### src/rtl/spi_lane_pkg.sv
`timescale 1ns/1ps
package spi_lane_pkg;
  localparam int BYTE_W = 8;
  localparam int LANE_N = 4;
  localparam int CNT_W  = $clog2(BYTE_W + 1);

  typedef enum logic [1:0] {
    LM_SINGLE = 2'd0,
    LM_DUAL   = 2'd1,
    LM_QUAD   = 2'd2,
    LM_RSVD   = 2'd3
  } lane_mode_e;

  typedef enum logic [1:0] {
    PH_IDLE = 2'd0,
    PH_LOW  = 2'd1,
    PH_HIGH = 2'd2
  } phase_e;

  typedef struct packed {
    lane_mode_e mode;
    logic       rx;
  } xfer_cfg_t;

  // bits moved per serial clock
  function automatic int step_of(lane_mode_e m);
    case (m)
      LM_DUAL: return 2;
      LM_QUAD: return 4;
      default: return 1;
    endcase
  endfunction

  function automatic int clocks_of(lane_mode_e m);
    return BYTE_W / step_of(m);
  endfunction

  // whether lane l is driven for a given configuration
  function automatic logic lane_drives(xfer_cfg_t c, int l);
    case (c.mode)
      LM_SINGLE: return (l != 1);
      LM_DUAL:   return (!c.rx) || (l >= 2);
      LM_QUAD:   return !c.rx;
      default:   return 1'b0;
    endcase
  endfunction
endpackage

### src/rtl/spi_rst_sync.sv
`timescale 1ns/1ps
module spi_rst_sync (
  input  logic clk,
  input  logic rst_n,
  output logic rst_sync_n
);
  logic meta_q;
  logic sync_q;

  always_ff @(posedge clk or negedge rst_n) begin
    if (!rst_n) begin
      meta_q <= 1'b0;
      sync_q <= 1'b0;
    end else begin
      meta_q <= 1'b1;
      sync_q <= meta_q;
    end
  end

  assign rst_sync_n = sync_q;
endmodule

### src/rtl/spi_half_timer.sv
`timescale 1ns/1ps
module spi_half_timer #(
  parameter int HALF_CYCLES = 2
) (
  input  logic clk,
  input  logic rst_n,
  input  logic run_i,
  output logic tick_o
);
  localparam int CW = (HALF_CYCLES > 1) ? $clog2(HALF_CYCLES) : 1;
  localparam logic [CW-1:0] LAST = CW'(HALF_CYCLES - 1);

  logic [CW-1:0] cnt_q;
  logic [CW-1:0] cnt_d;
  logic          tick;

  assign tick = run_i && (cnt_q == LAST);

  always_comb begin
    if (!run_i || tick) cnt_d = '0;
    else                cnt_d = cnt_q + CW'(1);
  end

  always_ff @(posedge clk or negedge rst_n) begin
    if (!rst_n) cnt_q <= '0;
    else        cnt_q <= cnt_d;
  end

  assign tick_o = tick;
endmodule

### src/rtl/spi_lane_map.sv
`timescale 1ns/1ps
module spi_lane_map
  import spi_lane_pkg::*;
(
  input  xfer_cfg_t         cfg_i,
  input  logic [BYTE_W-1:0] tx_sh_i,
  input  logic [BYTE_W-1:0] rx_sh_i,
  input  logic [LANE_N-1:0] dat_i,
  output logic [LANE_N-1:0] dat_o,
  output logic [LANE_N-1:0] dat_oe_o,
  output logic [BYTE_W-1:0] rx_next_o
);
  // outgoing lanes and incoming assembly
  always_comb begin
    case (cfg_i.mode)
      LM_DUAL: begin
        dat_o     = {2'b11, tx_sh_i[BYTE_W-1], tx_sh_i[BYTE_W-2]};
        rx_next_o = {rx_sh_i[BYTE_W-3:0], dat_i[1], dat_i[0]};
      end
      LM_QUAD: begin
        dat_o     = tx_sh_i[BYTE_W-1 -: LANE_N];
        rx_next_o = {rx_sh_i[BYTE_W-LANE_N-1:0], dat_i};
      end
      default: begin
        dat_o     = {2'b11, 1'b0, tx_sh_i[BYTE_W-1]};
        rx_next_o = {rx_sh_i[BYTE_W-2:0], dat_i[1]};
      end
    endcase
  end

  for (genvar l = 0; l < LANE_N; l++) begin : g_oe
    assign dat_oe_o[l] = lane_drives(cfg_i, l);
  end
endmodule

### src/rtl/spi_shift_ctrl.sv
`timescale 1ns/1ps
module spi_shift_ctrl
  import spi_lane_pkg::*;
#(
  parameter int HALF_CYCLES = 2
) (
  input  logic              clk,
  input  logic              rst_n,
  input  logic              start_i,
  input  logic [1:0]        mode_i,
  input  logic              dir_rx_i,
  input  logic [BYTE_W-1:0] tx_byte_i,
  input  logic [BYTE_W-1:0] rx_next_i,
  output xfer_cfg_t         cfg_o,
  output logic [BYTE_W-1:0] tx_sh_o,
  output logic [BYTE_W-1:0] rx_sh_o,
  output logic              sclk_o,
  output logic              busy_o,
  output logic              done_o,
  output logic [BYTE_W-1:0] rx_byte_o
);
  phase_e            phase_q, phase_d;
  xfer_cfg_t         cfg_q, cfg_d;
  logic              cfg_en;
  logic [BYTE_W-1:0] tx_sh_q, tx_sh_d;
  logic [BYTE_W-1:0] rx_sh_q, rx_sh_d;
  logic [CNT_W-1:0]  left_q, left_d;
  logic              done_q, done_d;
  logic [BYTE_W-1:0] rxb_q;
  logic              rxb_en;
  logic              tick;
  logic              running;
  lane_mode_e        req_mode;
  logic              accept;

  assign running  = (phase_q != PH_IDLE);
  assign req_mode = lane_mode_e'(mode_i);
  assign accept   = !running && start_i && (req_mode != LM_RSVD);

  spi_half_timer #(.HALF_CYCLES(HALF_CYCLES)) u_timer (
    .clk    (clk),
    .rst_n  (rst_n),
    .run_i  (running),
    .tick_o (tick)
  );

  always_comb begin
    phase_d = phase_q;
    cfg_d   = cfg_q;
    cfg_en  = 1'b0;
    tx_sh_d = tx_sh_q;
    rx_sh_d = rx_sh_q;
    left_d  = left_q;
    done_d  = 1'b0;
    rxb_en  = 1'b0;
    case (phase_q)
      PH_IDLE: begin
        if (accept) begin
          phase_d = PH_LOW;
          cfg_en  = 1'b1;
          cfg_d   = '{mode: req_mode, rx: dir_rx_i};
          tx_sh_d = (dir_rx_i && (req_mode == LM_SINGLE)) ? {BYTE_W{1'b1}} : tx_byte_i;
          rx_sh_d = '0;
          left_d  = CNT_W'(clocks_of(req_mode));
        end
      end
      PH_LOW: begin
        if (tick) phase_d = PH_HIGH;
      end
      PH_HIGH: begin
        if (tick) begin
          rx_sh_d = rx_next_i;
          tx_sh_d = tx_sh_q << step_of(cfg_q.mode);
          left_d  = left_q - CNT_W'(1);
          if (left_q == CNT_W'(1)) begin
            phase_d = PH_IDLE;
            done_d  = 1'b1;
            rxb_en  = 1'b1;
          end else begin
            phase_d = PH_LOW;
          end
        end
      end
      default: phase_d = PH_IDLE;
    endcase
  end

  always_ff @(posedge clk or negedge rst_n) begin
    if (!rst_n) begin
      phase_q <= PH_IDLE;
      tx_sh_q <= '0;
      rx_sh_q <= '0;
      left_q  <= '0;
      done_q  <= 1'b0;
    end else begin
      phase_q <= phase_d;
      tx_sh_q <= tx_sh_d;
      rx_sh_q <= rx_sh_d;
      left_q  <= left_d;
      done_q  <= done_d;
    end
  end

  always_ff @(posedge clk or negedge rst_n) begin
    if (!rst_n)      cfg_q <= '{mode: LM_SINGLE, rx: 1'b0};
    else if (cfg_en) cfg_q <= cfg_d;
  end

  always_ff @(posedge clk or negedge rst_n) begin
    if (!rst_n)      rxb_q <= '0;
    else if (rxb_en) rxb_q <= rx_next_i;
  end

  assign cfg_o     = cfg_q;
  assign tx_sh_o   = tx_sh_q;
  assign rx_sh_o   = rx_sh_q;
  assign sclk_o    = (phase_q == PH_HIGH);
  assign busy_o    = running;
  assign done_o    = done_q;
  assign rx_byte_o = rxb_q;
endmodule

### src/rtl/spi_lane_shifter.sv
`timescale 1ns/1ps
module spi_lane_shifter
  import spi_lane_pkg::*;
#(
  parameter int HALF_CYCLES = 2
) (
  input  logic              clk,
  input  logic              rst_n,
  input  logic              start_i,
  input  logic [1:0]        mode_i,
  input  logic              dir_rx_i,
  input  logic [BYTE_W-1:0] tx_byte_i,
  input  logic [LANE_N-1:0] dat_i,
  output logic              sclk_o,
  output logic [LANE_N-1:0] dat_o,
  output logic [LANE_N-1:0] dat_oe_o,
  output logic [BYTE_W-1:0] rx_byte_o,
  output logic              done_o,
  output logic              busy_o
);
  logic              rst_sync_n;
  xfer_cfg_t         cfg;
  logic [BYTE_W-1:0] tx_sh;
  logic [BYTE_W-1:0] rx_sh;
  logic [BYTE_W-1:0] rx_next;

  spi_rst_sync u_rst (
    .clk        (clk),
    .rst_n      (rst_n),
    .rst_sync_n (rst_sync_n)
  );

  spi_shift_ctrl #(.HALF_CYCLES(HALF_CYCLES)) u_ctrl (
    .clk       (clk),
    .rst_n     (rst_sync_n),
    .start_i   (start_i),
    .mode_i    (mode_i),
    .dir_rx_i  (dir_rx_i),
    .tx_byte_i (tx_byte_i),
    .rx_next_i (rx_next),
    .cfg_o     (cfg),
    .tx_sh_o   (tx_sh),
    .rx_sh_o   (rx_sh),
    .sclk_o    (sclk_o),
    .busy_o    (busy_o),
    .done_o    (done_o),
    .rx_byte_o (rx_byte_o)
  );

  spi_lane_map u_map (
    .cfg_i     (cfg),
    .tx_sh_i   (tx_sh),
    .rx_sh_i   (rx_sh),
    .dat_i     (dat_i),
    .dat_o     (dat_o),
    .dat_oe_o  (dat_oe_o),
    .rx_next_o (rx_next)
  );
endmodule

### config.mk
export PLATFORM = sky130hd
export DESIGN_NAME = spi_lane_shifter
export DESIGN_NICKNAME = d
export VERILOG_FILES = /design/src/rtl/spi_lane_pkg.sv /design/src/rtl/spi_rst_sync.sv /design/src/rtl/spi_half_timer.sv /design/src/rtl/spi_lane_map.sv /design/src/rtl/spi_shift_ctrl.sv /design/src/rtl/spi_lane_shifter.sv
export SDC_FILE = /design/constraint.sdc
export NUM_CORES = 1
export LEC_CHECK = 0
export CAP_MARGIN = 20
export CORE_AREA = 5 5 66 68
export DETAILED_ROUTE_END_ITERATION = 8
export DIE_AREA = 0 0 71 73
export DONT_BUFFER_PORTS = 1
export PLACE_DENSITY = 0.7
export SLEW_MARGIN = 10
export SYNTH_ARGS = -nofsm -noshare
export SYNTH_HDL_FRONTEND = slang
export SYNTH_SLANG_ARGS = --single-unit
### constraint.sdc
create_clock -name clk -period 2.2 [get_ports clk]
set_clock_uncertainty 0.2 [all_clocks]
set_input_delay 0.22 -clock clk [delete_from_list [all_inputs] [get_ports clk]]
set_output_delay 0.22 -clock clk [all_outputs]
set_load 0.05 [all_outputs]
### Yosys cells after proc, flatten, opt, wreduce, memory -nomap -nowiden

Cells that the tools add are included.
W data, S select, Z words.

* $add $sub $neg: 2
* divide/modulo/power cells: 1
* eq/ne operators: 11
* shifts and indexed selects: 1
* muxes and demuxes: 32
* reductions and logical operators: 17

Operators with widths (number)
* $mux W32: 4
* $div A5 B32 Y32 const A: 1
* $pmux W8 S2: 2
* $shl A8 B32 Y8: 1
* $mux W8: 3
* $pmux W4 S2: 2
* $mux W7: 2
* $pmux W7 S2: 1
* $pmux W3 S2: 2
* $reduce_and A3 Y1: 3
* $mux W1: 8
* $mux W4: 2
* $eq A2 B1 Y1 const B: 3
* $eq A2 B2 Y1 const B: 3
* $logic_not A2 Y1: 3
* $mux W2: 3
* $pmux W2 S3: 1
* $eq A4 B1 Y1 const B: 1
* $logic_and A1 B1 Y1: 4
* $ne A2 B1 Y1 const B: 2
* $ne A2 B2 Y1 const B: 2
* $pmux W1 S2: 2
* $reduce_bool A2 Y1: 2
* $reduce_or A2 Y1: 2
* 4 further kinds: 5

* bits in registers: 36
* input bits: 18
* output and inout bits: 19

### Longest topological paths before layout

* word-level depth: 9
* depth in mapped cells: 8
* depth with buffers taken out: 6

### Cells and area by module

From an unflattened synthesis, not the netlist that was laid out.

* cell total of the unflattened synthesis: 252
* area total of the unflattened synthesis: 2338.5 sq um

By module, submodules not included
* spi_shift_ctrl: instances 1, cells each 194, area an instance 1924.3 sq um, seq. area each 850.8 sq um
* spi_lane_map: instances 1, cells each 52, area an instance 319.1 sq um, seq. area each 0.0 sq um
* spi_rst_sync: instances 1, cells each 3, area an instance 53.8 sq um, seq. area each 50.0 sq um
* spi_half_timer: instances 1, cells each 3, area an instance 41.3 sq um, seq. area each 25.0 sq um

### Worst setup path after synthesis

Ideal clock, no wire load.

* kind: flip-flop to output port
* start point: register u_ctrl.cfg_q, in the netlist u_ctrl.cfg_o[2]
* end point: output dat_oe_o[0]
* arrival time: 2.546 ns
* setup slack: -0.766 ns
* stages on the path, launching flop included: 7
* path buffers: 1
* cells stage by stage: dfrtp_1 inv_1 ha_1 clkbuf_1 nor2b_1 nor2_1 nor2_1

* longest elaborated chain between the ends: 3
* elaborated cells on any way between the ends: 5
* classes of those cells: eq/ne: 2; mux: 1; reduce/logical: 2

RTL lines
* from (decl): line spi_shift_ctrl.sv:23 `xfer_cfg_t cfg_q, cfg_d;`
* from (signal assigned): line spi_shift_ctrl.sv:105 `if (!rst_n) cfg_q <= '{mode: LM_SINGLE, rx: 1'b0};`
* from (signal assigned): line spi_shift_ctrl.sv:106 `else if (cfg_en) cfg_q <= cfg_d;`
* $eq A2 B1 Y1 or $eq A2 B2 Y1 (tied branches): line spi_lane_pkg.sv:40 `case (c.mode)`
* $reduce_or A2 Y1 (no line)
* $pmux W1 S2 (*): line spi_lane_pkg.sv:40
* to (decl): line spi_lane_shifter.sv:16 `output logic [LANE_N-1:0] dat_oe_o,`

Every way passes the cells marked *; elsewhere a longest branch is shown, timed or not.

### Worst setup path after layout

* start point: register u_ctrl.cfg_q, in the netlist u_ctrl.cfg_o[1]
* end point: output dat_oe_o[0]

The elaborated chain is that of the path after synthesis.

==> metrics.yaml <==
pwr-share-clk_pct: 12.1
postSynthAreaPerCell_sq_um: 9.16
drt_wl_total_mm: 4.83
port_buffers: 0
grt_pass1_vias: 1794
die_w_um: 71
vias: 1774
worstHoldStart: "dat_i[1]"
clock-sinks: 36
globalRoute.totalOverflow: 0
p_seq_share_pct: 26.6
clock_path_buffers: 2
combPwrFrac_pct: 61.2
antenna_cells: 0
ir_worst_vdd_v: 0.000722
hpwl_mm: 3.52
clock.fmax_mhz: 473
dp.cells: 281
clk-insertion-delay-late_ns: 0.29
critPathArrivalTime_ns: 1.69
ys_seq_area_share_pct: 42.8
grt_max_degree: 35
num-fill-cells: 319
worstPathRequired_ns: 1.78
yosys_warnings: 0
ys.flop_type: "dfrtp_1"
pin_count: 37
die-area_sq_um: 5180
whs_ns: 0.0110
cts_tree: "built"
cts_buffers: 5
path_class: "reg -> out"
track_usage_pct: 20.3
rsz0062_at_grt: "true"
min_path_cells: 2
drive_gt1_share_pct: 19.4
ff2ff_setup_slack_ns: 0.13
post-route-min-period_ns: 2.11
start_util_pct: 55.5
yosys_register_bits: 36
synth_edf_count: 0
drc: 0
multi_input_area_sq_um: 1140
cts_root_buf: "clkbuf_8"
p_leak_nw: 1.14
clk_pin_slew_ns: 0.07
first_pass_iters: 5
switching_power_mw: 2.26
gp_congestion: 0.876
netlist_area_sq_um: 2110
switching_share_pct: 47.5
startpoint_type: "flop"
syn_nets: 260
h-tree-depth: 2
antenna_found_initial: 0
wire_per_inst_um: 16.0
hold_violations: 0
min_to: "u_ctrl.rx_byte_o[1]"
hp-class: "in -> reg"
postRouteAntennaNets: 0
synth_cell_type_count: 44
initialDrtViolationCount: 160
fin_cells: 302
fin_ws_ns: 0.0855
die_h_um: 73
r2r_start: "u_ctrl.cfg_o[2]"
nNetsFinal: 281
power_density_nw_per_um2: 1840
cp_max_fo: 17
max_cap_violations: 0
internal_power_mw: 2.50
cp-end-kind: "output port"
async_flop_share_pct: 100
place_ws_ns: 0.0890
rr_worst_depth: 6
timing.rr.end: "u_ctrl.tx_sh_o[6]"
regArea_sq_um: 901
grt_pass1_wl_mm: 8.21
status: "finished, final reports clean"
finalCritPeriodShare_pct: 96.1
slew_violations: 0
syn_inst: 230
via_per_inst: 5.87
finalSetupViolCount: 0
rows: 23
fp.coreArea_sq_um: 3800
area_delta_synth_final_pct: 22.7
## cell type report
| class | count | share of cell area (%) |
|---|---|---|
| Multi-Input combinational cell | 168 | 44.1 |
| Sequential cell | 36 | 34.8 |
| Timing Repair Buffer | 29 | 12.7 |
| Clock buffer | 5 | 2.66 |
| Tap cell | 50 | 2.42 |
| Clock inverter | 3 | 1.65 |
| Inverter | 11 | 1.60 |
## cell usage in the layout, fill, tap and decap left out, types with 2 or more instances in the layout
cell            n
ha_2            2
a31oi_1         4
or2_2           2
nand2_1        37
mux2i_1         4
nor2b_4         2
a22oi_1         9
buf_6           2
nor3_1          4
a21oi_1         8
nor3b_1         2
mux2_2          2
nor2b_1         4
o21ai_0        34
inv_2           3
nor2_1          9
nand3_1         5
o221ai_1        2
buf_4          10
ha_1            9
dlygate4sd3_1  11
a211oi_1        2
clkbuf_8        5
inv_1           8
o211ai_1        2
dfrtp_1        36
mux4_2          2
buf_12          6
## flip-flops by register name, indices dropped and copies added, names as in the netlist
register	flops
u_ctrl.rx_byte_o	8
u_ctrl.tx_sh_o	8
u_ctrl.rx_sh_o	7
u_ctrl.left_q	4
u_ctrl.cfg_o	3
u_ctrl.phase_q	2
u_ctrl.done_o	1
u_ctrl.u_timer.cnt_q	1
u_rst.meta_q	1
u_rst.rst_sync_n	1
## kinds of logic after synthesis
logic type / count (synthesis) / share of synthesized area [%]
mux: 9 / 6.35
compound gates: 69 / 19.5
flops: 36 / 42.8
buf+inv: 26 / 5.88
simple gates: 77 / 18.2
fa+ha+maj: 12 / 7.13
other cells: 1 / 0.178
## worst max-delay path, stage by stage, from the launching register on
cell     delay (ns)
dfrtp_1        0.40
inv_2          0.08
ha_4           0.28
buf_6          0.15
nor2b_4        0.15
nor2_1         0.05
nor2_2         0.14
buf_12         0.15
## synth_stat cells, types with 3 or more instances
master    count  area (sq um)
a21oi_1       9          45.0
nand2_1      37           139
nor2_1       11          41.3
nand3_1       5          25.0
buf_4         3          22.5
mux2i_1       4          40.0
a211oi_1      3          22.5
nor2b_1       6          37.5
buf_2         6          30.0
a31oi_1       4          25.0
inv_1        10          37.5
clkbuf_1      4          15.0
dfrtp_1      36           901
a22oi_1       9          67.6
o21ai_0      34           170
nor3_1        4          20.0
ha_1         12           150
## layer usage
| metal | wire (um) | part of all wire (%) | track usage (%) | up-vias |
|---|---|---|---|---|
| li1 | - | - | - | 852 |
| met1 | 1880 | 39 | 23.2 | 835 |
| met2 | 2460 | 51 | 35.2 | 74 |
| met3 | 341 | 7.1 | 6.06 | 13 |
| met4 | 143 | 3.0 | 9.19 | 0 |
| met5 | 0 | 0 | 0 | - |
## power groups by stage
| stage | clock network (mW) | logic [mW] | registers, mW |
|---|---|---|---|
| after detailed placement | 0 | 2.79 | 1.27 |
| after global routing | 0.633 | 3.15 | 1.30 |
| after floorplan | 0 | 2.00 | 1.19 |
| final | 0.577 | 2.91 | 1.27 |
| after global placement | 0 | 2.73 | 1.25 |
| after CTS | 0.592 | 2.93 | 1.26 |
## stage by stage
| step | utilization, % | TNS, ns | power [mW] | area, sq um |
|---|---|---|---|---|
| 6_report | 68.1 | 0 | 4.76 | 2580 |
| 3_3_place_gp | 61.0 | 0 | 3.98 | 2320 |
| 4_1_cts | 68.0 | 0 | 4.77 | 2580 |
| 3_5_place_dp | 61.0 | 0 | 4.06 | 2320 |
| 5_1_grt | 68.1 | -0.0144 | 5.08 | 2580 |
| 2_1_floorplan | - | -0.127 | 3.20 | 2150 |
## worst max path at each step
stage	slack [ns]	cells past startpoint	startpoint	endpoint
3_3_place_gp	0.17	6	u_ctrl.cfg_o[2]	u_ctrl.tx_sh_o[6]
6_report	0.09	7	u_ctrl.cfg_o[1]	dat_oe_o[0]
2_1_floorplan	-0.13	6	u_ctrl.cfg_o[2]	dat_oe_o[0]
4_1_cts	0.02	7	u_ctrl.cfg_o[1]	dat_oe_o[0]
3_5_place_dp	0.09	7	u_ctrl.cfg_o[1]	dat_oe_o[0]
5_1_grt	-0.01	7	u_ctrl.cfg_o[1]	dat_oe_o[0]
## repair_timing
action | in CTS | in global routing
gates resized for setup | 6 | 3
setup buffers | 2 | 0
endpoints found under the hold margin | 11 | 0
pin swaps | 1 | 0
hold buffers | 11 | 0
setup endpoints to repair | 8 | 5
(Power assumes the default switching activity.)
